--- src/rtl/tcmp_pkg.sv ---
package tcmp_pkg;
  localparam int MODE_W = 4;

  typedef enum logic [MODE_W-1:0] {
    MODE_OFF    = 4'b0000,
    MODE_TOGGLE = 4'b0010,
    MODE_SET    = 4'b1000,
    MODE_CLR    = 4'b1001,
    MODE_SWI    = 4'b1010,
    MODE_TRIG   = 4'b1011
  } cmp_mode_e;

  // A mode is active when a match should raise the flag.
  function automatic logic mode_active(input logic [MODE_W-1:0] m);
    case (m)
      MODE_TOGGLE, MODE_SET, MODE_CLR, MODE_SWI, MODE_TRIG: return 1'b1;
      default: return 1'b0;
    endcase
  endfunction

  // Latch value after a match in mode m.
  function automatic logic latch_next(input logic [MODE_W-1:0] m, input logic cur);
    case (m)
      MODE_SET:    return 1'b1;
      MODE_CLR:    return 1'b0;
      MODE_TOGGLE: return ~cur;
      default:     return cur;
    endcase
  endfunction

  function automatic logic is_trig(input logic [MODE_W-1:0] m);
    return m == MODE_TRIG;
  endfunction

  function automatic logic is_clear_write(input logic wr, input logic [MODE_W-1:0] m);
    return wr && (m == MODE_OFF);
  endfunction
endpackage

--- src/rtl/tcmp_cmpreg.sv ---
module tcmp_cmpreg #(
  parameter int BUS_W = 8,
  localparam int CMP_W = 2 * BUS_W
) (
  input  logic             clk,
  input  logic             rst_n,
  input  logic             wr_lo,
  input  logic             wr_hi,
  input  logic [BUS_W-1:0] wr_data,
  output logic [CMP_W-1:0] cmp_val
);
  logic [BUS_W-1:0] lo_stage;

  always_ff @(posedge clk or negedge rst_n) begin
    if (!rst_n) begin
      lo_stage <= '0;
      cmp_val  <= '0;
    end else begin
      if (wr_lo) lo_stage <= wr_data;
      if (wr_hi) cmp_val  <= {wr_data, lo_stage};
    end
  end
endmodule

--- src/rtl/tcmp_match.sv ---
module tcmp_match #(
  parameter int CMP_W = 16
) (
  input  logic             clk,
  input  logic             rst_n,
  input  logic             tsel,
  input  logic [CMP_W-1:0] timer_a,
  input  logic [CMP_W-1:0] timer_b,
  input  logic [CMP_W-1:0] cmp_val,
  output logic             eq_rise
);
  logic [CMP_W-1:0] sel_count;
  logic             eq_q;
  logic             eq_prev;

  assign sel_count = tsel ? timer_b : timer_a;

  always_ff @(posedge clk or negedge rst_n) begin
    if (!rst_n) begin
      eq_q    <= 1'b0;
      eq_prev <= 1'b0;
    end else begin
      eq_q    <= (sel_count == cmp_val);
      eq_prev <= eq_q;
    end
  end

  assign eq_rise = eq_q & ~eq_prev;
endmodule

--- src/rtl/tcmp_action.sv ---
module tcmp_action
  import tcmp_pkg::*;
(
  input  logic              clk,
  input  logic              rst_n,
  input  logic [MODE_W-1:0] mode_q,
  input  logic              tsel_q,
  input  logic              match_evt,
  input  logic              cfg_wr,
  input  logic [MODE_W-1:0] cfg_mode,
  input  logic              flag_clr,
  output logic              cmp_latch,
  output logic              irq_flag,
  output logic              trig_q,
  output logic              trig_sel_q
);
  always_ff @(posedge clk or negedge rst_n) begin
    if (!rst_n) begin
      cmp_latch  <= 1'b0;
      irq_flag   <= 1'b0;
      trig_q     <= 1'b0;
      trig_sel_q <= 1'b0;
    end else begin
      if (is_clear_write(cfg_wr, cfg_mode))
        cmp_latch <= 1'b0;
      else if (match_evt)
        cmp_latch <= latch_next(mode_q, cmp_latch);

      if (match_evt)
        irq_flag <= 1'b1;
      else if (flag_clr)
        irq_flag <= 1'b0;

      trig_q     <= match_evt & is_trig(mode_q);
      trig_sel_q <= tsel_q;
    end
  end
endmodule

--- src/rtl/tcmp_unit.sv ---
module tcmp_unit
  import tcmp_pkg::*;
#(
  parameter int BUS_W = 8,
  localparam int CMP_W = 2 * BUS_W,
  localparam int NUM_TMR = 2
) (
  input  logic               clk,
  input  logic               rst_n,
  input  logic               wr_lo,
  input  logic               wr_hi,
  input  logic [BUS_W-1:0]   wr_data,
  input  logic               cfg_wr,
  input  logic [MODE_W-1:0]  cfg_mode,
  input  logic               cfg_tsel,
  input  logic               cfg_oe,
  input  logic               flag_clr,
  input  logic [CMP_W-1:0]   timer_a,
  input  logic [CMP_W-1:0]   timer_b,
  output logic               pin_o,
  output logic               pin_oe,
  output logic               irq_flag,
  output logic               adc_start,
  output logic [NUM_TMR-1:0] timer_rst
);
  logic [CMP_W-1:0]  cmp_val;
  logic [MODE_W-1:0] mode_q;
  logic              tsel_q;
  logic              oe_q;
  logic              eq_rise;
  logic              match_evt;
  logic              cmp_latch;
  logic              trig_q;
  logic              trig_sel_q;

  always_ff @(posedge clk or negedge rst_n) begin
    if (!rst_n) begin
      mode_q <= '0;
      tsel_q <= 1'b0;
      oe_q   <= 1'b0;
    end else if (cfg_wr) begin
      mode_q <= cfg_mode;
      tsel_q <= cfg_tsel;
      oe_q   <= cfg_oe;
    end
  end

  tcmp_cmpreg #(.BUS_W(BUS_W)) u_cmpreg (
    .clk(clk), .rst_n(rst_n), .wr_lo(wr_lo), .wr_hi(wr_hi),
    .wr_data(wr_data), .cmp_val(cmp_val)
  );

  tcmp_match #(.CMP_W(CMP_W)) u_match (
    .clk(clk), .rst_n(rst_n), .tsel(tsel_q), .timer_a(timer_a),
    .timer_b(timer_b), .cmp_val(cmp_val), .eq_rise(eq_rise)
  );

  assign match_evt = eq_rise & mode_active(mode_q);

  tcmp_action u_action (
    .clk(clk), .rst_n(rst_n), .mode_q(mode_q), .tsel_q(tsel_q),
    .match_evt(match_evt), .cfg_wr(cfg_wr), .cfg_mode(cfg_mode),
    .flag_clr(flag_clr), .cmp_latch(cmp_latch), .irq_flag(irq_flag),
    .trig_q(trig_q), .trig_sel_q(trig_sel_q)
  );

  assign adc_start = trig_q;

  for (genvar i = 0; i < NUM_TMR; i++) begin : g_tmr_rst
    assign timer_rst[i] = trig_q & (trig_sel_q == 1'(i));
  end

  assign pin_oe = oe_q;
  assign pin_o  = oe_q & cmp_latch;
endmodule

--- config.mk ---
export PLATFORM = sky130hd
export DESIGN_NAME = tcmp_unit
export DESIGN_NICKNAME = d
export VERILOG_FILES = /design/src/rtl/tcmp_pkg.sv /design/src/rtl/tcmp_cmpreg.sv /design/src/rtl/tcmp_match.sv /design/src/rtl/tcmp_action.sv /design/src/rtl/tcmp_unit.sv
export SDC_FILE = /design/constraint.sdc
export NUM_CORES = 1
export LEC_CHECK = 0
export ABC_AREA = 0
export BUFFER_PORTS_ARGS = -buffer_cell sky130_fd_sc_hd__buf_2
export CAP_MARGIN = 20
export CORE_MARGIN = 4
export CORE_UTILIZATION = 35
export CTS_CLUSTER_DIAMETER = 100
export DETAILED_ROUTE_END_ITERATION = 16
export GPL_TIMING_DRIVEN = 0
export HOLD_SLACK_MARGIN = 0.06
export SLEW_MARGIN = 5
export SYNTH_ARGS = -nofsm -noshare
export SYNTH_HDL_FRONTEND = slang
export SYNTH_HIERARCHICAL = 1
export SYNTH_SLANG_ARGS = --single-unit
--- constraint.sdc ---
create_clock -name clk -period 1.71 [get_ports clk]
set_clock_uncertainty 0.05 [all_clocks]
set_input_delay 0.342 -clock clk [delete_from_list [all_inputs] [get_ports clk]]
set_output_delay 0.342 -clock clk [all_outputs]
set_load 0.01 [all_outputs]
Word level (Yosys, flattened, before mapping)
Cells that the tools add are included.
{"block": "totals", "reg_bits": 36, "in_bits": 52, "word_cells": 40}
{"block": "op_classes", "n_eq_ne": 6, "mux": 7, "n_bitwise": 9, "n_reduce_logical": 7}
{"op": "16-bit equality test", "count": 1}
{"op": "4-bit equality test, second input constant", "count": 4}
{"op": "16-bit two-way mux", "count": 1}
{"op": "1-bit bitwise AND", "count": 6}
{"op": "1-bit two-way mux", "count": 5}
{"op": "5-bit OR reduction", "count": 1}
{"op": "4-bit by 2-bit equality test with 1-bit output, second input constant", "count": 1}
{"op": "4-bit zero test", "count": 1}
{"op": "2-bit nonzero test", "count": 2}
{"op": "4-bit nonzero test", "count": 1}
{"op": "1-bit NOT", "count": 3}
{"op": "1-bit one-hot mux with 3 select lines", "count": 1}
{"op": "2-bit AND reduction", "count": 1}
{"op": "1-bit logical AND", "count": 1}

Depth between registers and ports, before layout
Gate-level depths: netlist (run 1).
{"block": "depth", "word_depth": 6, "ltp_mapped": 6}

By module
The synthesis (run 1) kept the hierarchy.
{"module": "tcmp_cmpreg", "instances": 1, "cells_each": 51, "area_per_inst_um2": 944.7, "seq_area_each_um2": 600.6}
{"module": "tcmp_match", "instances": 1, "cells_each": 42, "area_per_inst_um2": 425.4, "seq_area_each_um2": 50.0}
{"module": "tcmp_unit", "instances": 1, "cells_each": 21, "area_per_inst_um2": 285.3, "seq_area_each_um2": 150.1}
{"module": "tcmp_action", "instances": 1, "cells_each": 18, "area_per_inst_um2": 190.2, "seq_area_each_um2": 100.1}

Least setup slack after synthesis (run 1)
Ideal clock, no wire load.
{"block": "synth_timing", "kind": "register to register", "startpoint": "register tsel_q", "endpoint": "register u_match.eq_q", "arrival_ps": 1327, "required_time_ps": 1564, "path_slack_ps": 237, "path_stages_with_launch": 7, "synth_period_minus_slack_ps": 1473, "path_cell_list": "dfrtp_1 buf_6 buf_12 mux2i_1 xor2_1 nand4_1 nor4_2"}
{"block": "synth_between", "elab_chain_len": 2}
{"item": "from (decl)", "line": "tcmp_unit.sv:28", "text": "logic tsel_q;"}
{"item": "from (signal assigned)", "line": "tcmp_unit.sv:43", "text": "tsel_q <= cfg_tsel;"}
{"item": "16-bit two-way mux", "line": "tcmp_match.sv:16", "text": "assign sel_count = tsel ? timer_b : timer_a;"}
{"item": "16-bit equality test", "line": "tcmp_match.sv:23", "text": "eq_q <= (sel_count == cmp_val);"}
{"item": "to (signal assigned)", "line": "tcmp_match.sv:23"}
{"item": "to (decl)", "line": "tcmp_match.sv:13", "text": "logic eq_q;"}
Every way passes these cells.
A chain may end at the register's enable or synchronous reset.

Final worst setup path (run 1)
Same ends and word-level chain as after synthesis.

==> run_results.csv, run 1 <==
group,metric,value,unit
yosys,synth_most_common_cell,"dfrtp_1",
cts,clock-sinks,36,
final_layout,finalInstanceArea,2320,µm²
yosys,ys_warn_count,6,
cts,h-tree-depth,2,
final_layout,synthToLayoutAreaGrowth,25.5,%
pwr,powerDensity,906,nW/µm²
yosys,synthSimpleGateAreaFrac,6.92,%
yosys,synth_compound_area_share,2.37,%
placement,place.gp.congestion,0.765,
grt,track_usage,11.7,%
floorplan,die_w,80.6,µm
yosys,yosysUniqueCellTypes,25,
yosys,synthFlopType,"dfrtp_1",
placement,place_area,2210,µm²
yosys,synth_edf_count,0,
routing,route.detailed.drc,0,
cts,cts_tree,"yes",
yosys,synthesis.nets,184,
routing,wl_per_cell,13.6,µm
sta,fin_setup_tns,0,ns
placement,io_buffers,55,
setup_path,crit_type,"flip-flop to flip-flop",
final_layout,fillCellCount,486,
placement,place_inst,257,
sta,drv_slew,0,
pwr,leakagePower,0.00117,µW
cts,clockBufferDepth,2,
grt,overflow,0,
final_layout,diodes,0,
yosys,netlist_area,1850,µm²
setup_path,worstSetupStartpointType,"flip-flop",
setup_path,r2r_start,"tsel_q",
yosys,synth_common_cells,"dfrtp_1 (36), mux2i_1 (16), xor2_1 (16)",
yosys,async_flop_share,100,%
floorplan,rows,26,
placement,post-dp-hpwl,2660,µm
yosys,synth.avg_cell_area,14.0,µm²
routing,wl,3600,µm
sta,worst_slack,0.0855,ns
routing,first_iter_violations,28,
run,maxCapViolCount,0,
pwr,fin_total_pwr,2100,µW
routing,vias,1200,
sta,fin_crit_sh,95.0,%
setup_path,r2r_cells,6,
hold_path,hp-class,"input pin to asynchronous set/reset pin",
sta,final-hold-violation-count,0,
setup_path,crit_fanout,10,
sta,finalCriticalPeriod,1.62,ns
cts,cts.repair.resized,0,
sta,fmax,0.616,GHz
setup_path,crit_arrival,1.77,ns
yosys,synth_area_leader_cell,"dfrtp_1",
floorplan,coreArea,5110,µm²
final_layout,nets,246,
placement,dp_slack,0.0749,ns
cts,cts_setup_buffers,0,
floorplan,die_y,80.6,µm
sta,setup_violations,0,
grt,grt_max_degree,37,
cts,root_buffer,"clkbuf_8",
cts,path_clk_slew,0.07,ns
grt,antenna_found_initial,0,
cts,clock_latency,0.28,ns
yosys,synth_top_cell_area_share,48.8,%
pwr,ir_drop,366,µV
floorplan,start_util,36.1,%
sta,worstMarginPinSlew,0.799,ns
outcome,outcome,"finished, final reports clean",
yosys,synth.area.top_cells,"dfrtp_1 (49%), mux2_4 (12%), mux2i_1 (8.7%)",
yosys,synth_top_family_by_area,"multiplexers",
floorplan,dieArea,6500,µm²
setup_path,end_kind,"flip-flop",
sta,rsz0062_at_grt,"no",
setup_path,cp_data_required_time,1.85,ns
yosys,postSynthRegisterBits,36,
setup_path,rrSetupSlack,0.09,ns
routing,via_per_inst,4.53,
yosys,synth_xor_area_share,7.59,%
grt,grt_pass1_wl,5670,µm
setup_path,reg2reg_to,"u_match/eq_q",
final_layout,stdcell_count,265,
grt,grt_pass1_vias,1176,
cts,cts_made_buffers,5,
floorplan,io_pins,58,
yosys,ys_seq_area_share,48.8,%
routing,antenna_left,0,
final_layout,drive_above_1_share,50.8,%
yosys,yosys.area_share.adder,0,%
routing,drt_pass1_iterations,4,
sta,slew_headroom,46.7,%
yosys,syn_inst,132,
cts,ctsHoldBuffers,0,
yosys,synthMuxAreaShare,29.4,%
[metal layers]
layer | share of wire, % | up-vias | wire length [µm] | global-route usage [%]
li1 | - | 589 | - | -
met1 | 47 | 568 | 1680 | 15.7
met2 | 46 | 41 | 1640 | 18.2
met3 | 7.4 | 2 | 265 | 3.70
met4 | 0.39 | 0 | 14 | 3.04
met5 | 0 | - | 0 | 0
[flip-flops by register name, summed over array words and instances, names as in the netlist]
signal and count:
tsel_q 1, u_match/eq_q 1, u_action/cmp_latch 1, pin_oe 1
mode_q 4, u_action/trig_sel_q 1, u_action/irq_flag 1, u_cmpreg/cmp_val 16
u_cmpreg/lo_stage 8, u_action/trig_q 1, u_match/eq_prev 1
[worst max-delay path, cell delays in order, from the launching register on]
cell,delay [ns]
dfrtp_1,0.38
buf_6,0.18
buf_12,0.16
mux2i_1,0.23
xor2_1,0.16
nand4_1,0.11
nor4_2,0.27
[cells by family after synthesis]
group                  Yosys count
AO/OA/AOI/OAI                    7
flip-flops                      36
buffers and inverters            9
AND/OR/NAND/NOR                 19
multiplexers                    45
XOR/XNOR                        16
[final cells by class]
| cell class | instances | area (µm²) | share of cell area [%] |
|---|---|---|---|
| Tap cell | 70 | 87.6 | 3.78 |
| Sequential cell | 36 | 901 | 38.9 |
| Multi-Input combinational cell | 87 | 855 | 36.9 |
| Timing Repair Buffer | 55 | 275 | 11.9 |
| Clock inverter | 2 | 35.0 | 1.51 |
| Clock buffer | 6 | 72.6 | 3.13 |
| Buffer | 6 | 78.8 | 3.40 |
| Inverter | 3 | 11.3 | 0.486 |
[report_power, final]
part / switching, µW / internal [µW]
combinational: 154 / 227
sequential: 58.1 / 934
clock: 291 / 432
total: 503 / 1590
[through the flow]
stage	hold slack, ns	util (%)
floorplan	-0.00359	-
global placement	0.307	43.2
detailed placement	0.312	43.2
CTS	0.121	45.3
global route	0.149	45.3
finish	0.0943	45.3
[how the worst max path moves through the flow]
stage | from | endpoint | slack (ns) | depth (start not counted)
CTS | tsel_q | u_match/eq_q | 0.06 | 6
global route | mode_q[0] | u_action/cmp_latch | 0.006 | 5
floorplan | tsel_q | u_match/eq_q | 0.24 | 6
detailed placement | tsel_q | u_match/eq_q | 0.07 | 6
finish | tsel_q | u_match/eq_q | 0.09 | 6
global placement | tsel_q | u_match/eq_q | 0.08 | 6
[placed cells by master, fill, tap and decap left out, types with 3 or more instances in the layout]
master	n
xor2_1	16
mux2i_1	16
nand4_1	4
nor2b_1	4
buf_2	56
buf_6	3
clkbuf_8	5
mux2_2	14
dfrtp_1	36
mux2_4	15
inv_1	3
No activity file was read; power rests on OpenSTA's default activity.
==> inputs of run 2 (changes only) <==
Settings changed: REMOVE_ABC_BUFFERS set to 1.
==> run_results.csv, run 2 (same netlist as run 1, synthesis figures left out) <==
group,metric,value,unit
outcome,outcome,"finished, final reports clean",
routing,via_per_inst,4.42,
floorplan,die_w,80.6,µm
sta,fmax,0.636,GHz
final_layout,diodes,0,
pwr,netSwitchingFraction,24.6,%
cts,cts_tree,"yes",
floorplan,io_pins,58,
placement,place_area,2140,µm²
pwr,p_int,1590,µW
sta,slew_headroom,46.8,%
routing,vias,1167,
setup_path,end_kind,"flip-flop",
sta,rsz0062_at_grt,"no",
floorplan,start_util,36.1,%
grt,track_usage,11.9,%
routing,route.detailed.drc,0,
cts,cts_made_buffers,5,
final_layout,finalInstanceArea,2300,µm²
placement,place.gp.congestion,0.787,
floorplan,coreArea,5110,µm²
pwr,powerDensity,917,nW/µm²
sta,finalCriticalPeriod,1.57,ns
cts,clock-sinks,36,
cts,path_clk_slew,0.07,ns
final_layout,drive_above_1_share,52.1,%
pwr,switchingPower,518,µW
floorplan,die_y,80.6,µm
setup_path,crit_start,"mode_q[0]",
final_layout,layout_commonest_cell,"buf_2",
grt,grt_pass1_vias,1213,
routing,first_iter_violations,25,
grt,grt_pass1_wl,5820,µm
routing,drt_pass1_iterations,4,
setup_path,cp_data_required_time,1.84,ns
floorplan,rows,26,
pwr,fin_total_pwr,2110,µW
run,maxCapViolCount,0,
routing,wl_per_cell,13.6,µm
setup_path,r2r_start,"mode_q[0]",
sta,fin_setup_tns,0,ns
setup_path,worstSetupStartpointType,"flip-flop",
final_layout,synthToLayoutAreaGrowth,24.5,%
floorplan,dieArea,6500,µm²
placement,io_buffers,57,
setup_path,crit_fanout,4,
setup_path,r2r_cells,5,
setup_path,reg2reg_to,"u_action/cmp_latch",
sta,final-hold-violation-count,0,
placement,post-dp-hpwl,2470,µm
grt,overflow,0,
setup_path,endpoint,"u_action/cmp_latch",
final_layout,layout_common_cells,"buf_2 (57), dfrtp_1 (35), mux2i_1 (16), xor2_1 (16), mux2_4 (15)",
setup_path,crit_type,"flip-flop to flip-flop",
grt,antenna_found_initial,0,
routing,wl,3580,µm
cts,clockBufferDepth,2,
pwr,power.share.sequential,47.2,%
sta,fin_crit_sh,91.9,%
cts,h-tree-depth,2,
pwr,ir_drop,477,µV
setup_path,crit_arrival,1.70,ns
final_layout,largestRegisters,"u_cmpreg/cmp_val: 16 flops, u_cmpreg/lo_stage: 8 flops, mode_q: 4 flops",
final_layout,regMostFlops,"u_cmpreg/cmp_val",
pwr,p_comb_share,17.6,%
sta,drv_slew,0,
sta,fin_hold_ws,0.0882,ns
pwr,pwr-share-clk,35.2,%
final_layout,nets,245,
final_layout,largest_reg_flops,16,
pwr,leakagePower,0.00116,µW
setup_path,rrSetupSlack,0.14,ns
grt,grt_max_degree,37,
hold_path,hp-class,"input pin to asynchronous set/reset pin",
final_layout,stdcell_count,264,
placement,place_inst,253,
sta,worstMarginPinSlew,0.798,ns
cts,clock_latency,0.29,ns
sta,setup_violations,0,
routing,antenna_left,0,
cts,root_buffer,"clkbuf_8",
[run 2: timing repair]
action	in CTS	in global routing
endpoints found under the setup margin	1	2
resized for setup	2	1
pin swaps	0	0
hold buffers	0	0
buffers inserted	0	3
[run 2: power by group through the flow]
stage	Combinational (µW)	Sequential (µW)	Clock (µW)
CTS	336	1010	771
floorplan	215	1010	0
finish	371	995	742
global route	413	1010	809
global placement	333	1030	0
detailed placement	336	1030	0
[run 2: how the worst min path moves through the flow]
stage                            to  cells after the start
5_1_grt        u_cmpreg/cmp_val[11]                      1
3_3_place_gp        u_match/eq_prev                      0
3_5_place_dp        u_match/eq_prev                      0
4_1_cts        u_cmpreg/cmp_val[11]                      1
2_1_floorplan             mode_q[0]                      0
6_report        u_action/trig_sel_q                      1
[run 2: final cells by class]
type | instances | area [µm²]
fillers | 490 | 2810
flip-flops and latches | 36 | 905
multi-input cells | 87 | 860
repair buffers | 60 | 324
well taps | 70 | 87.6
clock buffers | 5 | 68.8
clock inverters | 3 | 42.5
inverters | 3 | 11.3
[run 2: critical path: stages (launching register included)]
cell and delay [ns]:
dfrtp_1 0.42, nand2b_1 0.15, a21oi_1 0.22, nor3b_2 0.26, o22ai_1 0.12, a211oi_1 0.25
[run 2: layer usage]
| metal | GRT usage (%) | part of all wire [%] | wire, µm |
|---|---|---|---|
| met5 | 0 | 0 | 0 |
| met2 | 18.0 | 43 | 1550 |
| met1 | 15.4 | 48 | 1720 |
| met4 | 3.04 | 0 | 0 |
| met3 | 5.49 | 8.6 | 306 |
[run 2: stage by stage]
step | utilization, % | setup slack [ns]
3_5_place_dp | 41.9 | -0.351
5_1_grt | 45.0 | 0.0160
3_3_place_gp | 41.9 | -0.351
6_report | 45.0 | 0.138
2_1_floorplan | - | -0.00486
4_1_cts | 44.1 | 0.0237
==> inputs of run 3 (changes only) <==
Settings changed: HOLD_SLACK_MARGIN 0.06 to 0.02, MAX_ROUTING_LAYER set to met4.
==> run_results.csv, run 3 (same netlist as run 1, synthesis figures left out) <==
group,metric,value,unit
pwr,ir_drop,477,µV
sta,fin_setup_tns,0,ns
routing,drt_pass1_iterations,4,
cts,cts_tree,"yes",
routing,route.detailed.drc,0,
setup_path,crit_type,"flip-flop to flip-flop",
setup_path,crit_fanout,4,
final_layout,finalInstanceArea,2300,µm²
setup_path,crit_arrival,1.71,ns
sta,rsz0062_at_grt,"no",
routing,antenna_left,0,
sta,final-hold-violation-count,0,
grt,grt_pass1_vias,1213,
routing,via_per_inst,4.43,
pwr,leakagePower,0.00116,µW
placement,dp_slack,-0.351,ns
placement,io_buffers,57,
placement,post-dp-hpwl,2470,µm
hold_path,hp-class,"input pin to asynchronous set/reset pin",
floorplan,coreArea,5110,µm²
grt,grt_pass1_wl,5810,µm
routing,first_iter_violations,29,
final_layout,register_area,905,µm²
final_layout,nets,245,
sta,drv_slew,0,
cts,cts_made_buffers,5,
cts,clock-sinks,36,
cts,ctsHoldBuffers,0,
final_layout,regMostFlops,"u_cmpreg/cmp_val",
final_layout,largestRegisters,"u_cmpreg/cmp_val: 16 flops, u_cmpreg/lo_stage: 8 flops, mode_q: 4 flops",
final_layout,drive_above_1_share,52.1,%
sta,fin_crit_sh,92.8,%
final_layout,stdcell_count,264,
floorplan,rows,26,
final_layout,diodes,0,
cts,path_clk_slew,0.07,ns
setup_path,reg2reg_to,"u_action/cmp_latch",
setup_path,cp_data_required_time,1.84,ns
floorplan,die_y,80.6,µm
floorplan,die_w,80.6,µm
routing,wl_per_cell,13.6,µm
grt,antenna_found_initial,0,
grt,grt_max_degree,37,
cts,h-tree-depth,2,
final_layout,layout_commonest_cell,"buf_2",
floorplan,dieArea,6500,µm²
setup_path,r2r_cells,5,
setup_path,r2r_start,"mode_q[0]",
floorplan,io_pins,58,
routing,wl,3590,µm
final_layout,multi_input_area,860,µm²
setup_path,end_kind,"flip-flop",
final_layout,fillCellCount,490,
sta,fmax,0.630,GHz
sta,slew_headroom,46.8,%
placement,place_inst,253,
cts,root_buffer,"clkbuf_8",
final_layout,largest_reg_flops,16,
sta,worstMarginPinSlew,0.798,ns
cts,clock_latency,0.29,ns
final_layout,synthToLayoutAreaGrowth,24.5,%
sta,finalCriticalPeriod,1.59,ns
placement,place_area,2140,µm²
setup_path,worstSetupStartpointType,"flip-flop",
sta,setup_violations,0,
final_layout,layout_common_cells,"buf_2 (57), dfrtp_1 (35), mux2i_1 (16), xor2_1 (16), mux2_4 (15)",
setup_path,rrSetupSlack,0.12,ns
outcome,outcome,"finished, final reports clean",
run,maxCapViolCount,0,
cts,clockBufferDepth,2,
pwr,powerDensity,917,nW/µm²
floorplan,start_util,36.1,%
grt,overflow,0,
routing,vias,1169,
grt,track_usage,12.2,%
sta,worst_slack,0.124,ns
placement,place.gp.congestion,0.798,
## run 3: cell counts in the layout (fill, tap and decap cells not counted)
No cell type changed its count.
## run 3: worst max path at each step
| stage | slack, ns | cells past startpoint | start | to |
|---|---|---|---|---|
| 2_1_floorplan | -0.005 | 4 | tsel_q | u_match/eq_q |
| 3_3_place_gp | -0.35 | 4 | tsel_q | u_match/eq_q |
| 3_5_place_dp | -0.35 | 4 | tsel_q | u_match/eq_q |
| 4_1_cts | 0.02 | 5 | mode_q[0] | u_action/cmp_latch |
| 5_1_grt | 0.02 | 5 | mode_q[0] | u_action/cmp_latch |
| 6_report | 0.12 | 5 | mode_q[0] | u_action/cmp_latch |
## run 3: power by group
| group | total, µW | switching, µW | internal, µW |
|---|---|---|---|
| clock network | 742 | 311 | 431 |
| registers | 995 | 59.5 | 935 |
| logic | 371 | 149 | 222 |
## run 3: metrics by stage
stage | total power [µW] | hold slack, ns | utilization, %
after detailed placement | 1360 | 0.318 | 41.9
after CTS | 2120 | 0.108 | 44.1
after floorplan | 1220 | -0.00359 | -
final | 2110 | 0.0877 | 45.0
after global placement | 1360 | 0.307 | 41.9
after global routing | 2230 | 0.153 | 45.0
## run 3: worst max-delay path, stage by stage, from the launching register on
cell	delay, ns
dfrtp_1	0.42
nand2b_1	0.15
a21oi_1	0.22
nor3b_2	0.26
o22ai_1	0.12
a211oi_1	0.26
## run 3: timing repair
action | CTS | global route
resized for setup | 2 | 1
setup endpoints to repair | 1 | 2
endpoints found under the hold margin | 0 | 0
cloned | 0 | 0
buffers inserted | 0 | 3
## run 3: layout make-up
type | count | area share (%)
well taps | 70 | 3.81
clock inverters | 3 | 1.85
multi-input cells | 87 | 37.4
clock buffers | 5 | 2.99
repair buffers | 60 | 14.1
flip-flops and latches | 36 | 39.4
inverters | 3 | 0.490
## run 3: layer usage
layer / wire, µm / global-route usage [%] / vias to the layer above
li1: - / - / 584
met5: 0 / - / -
met2: 1560 / 18.0 / 39
met4: 0 / 3.04 / 0
met1: 1730 / 15.4 / 546
met3: 306 / 5.49 / 0
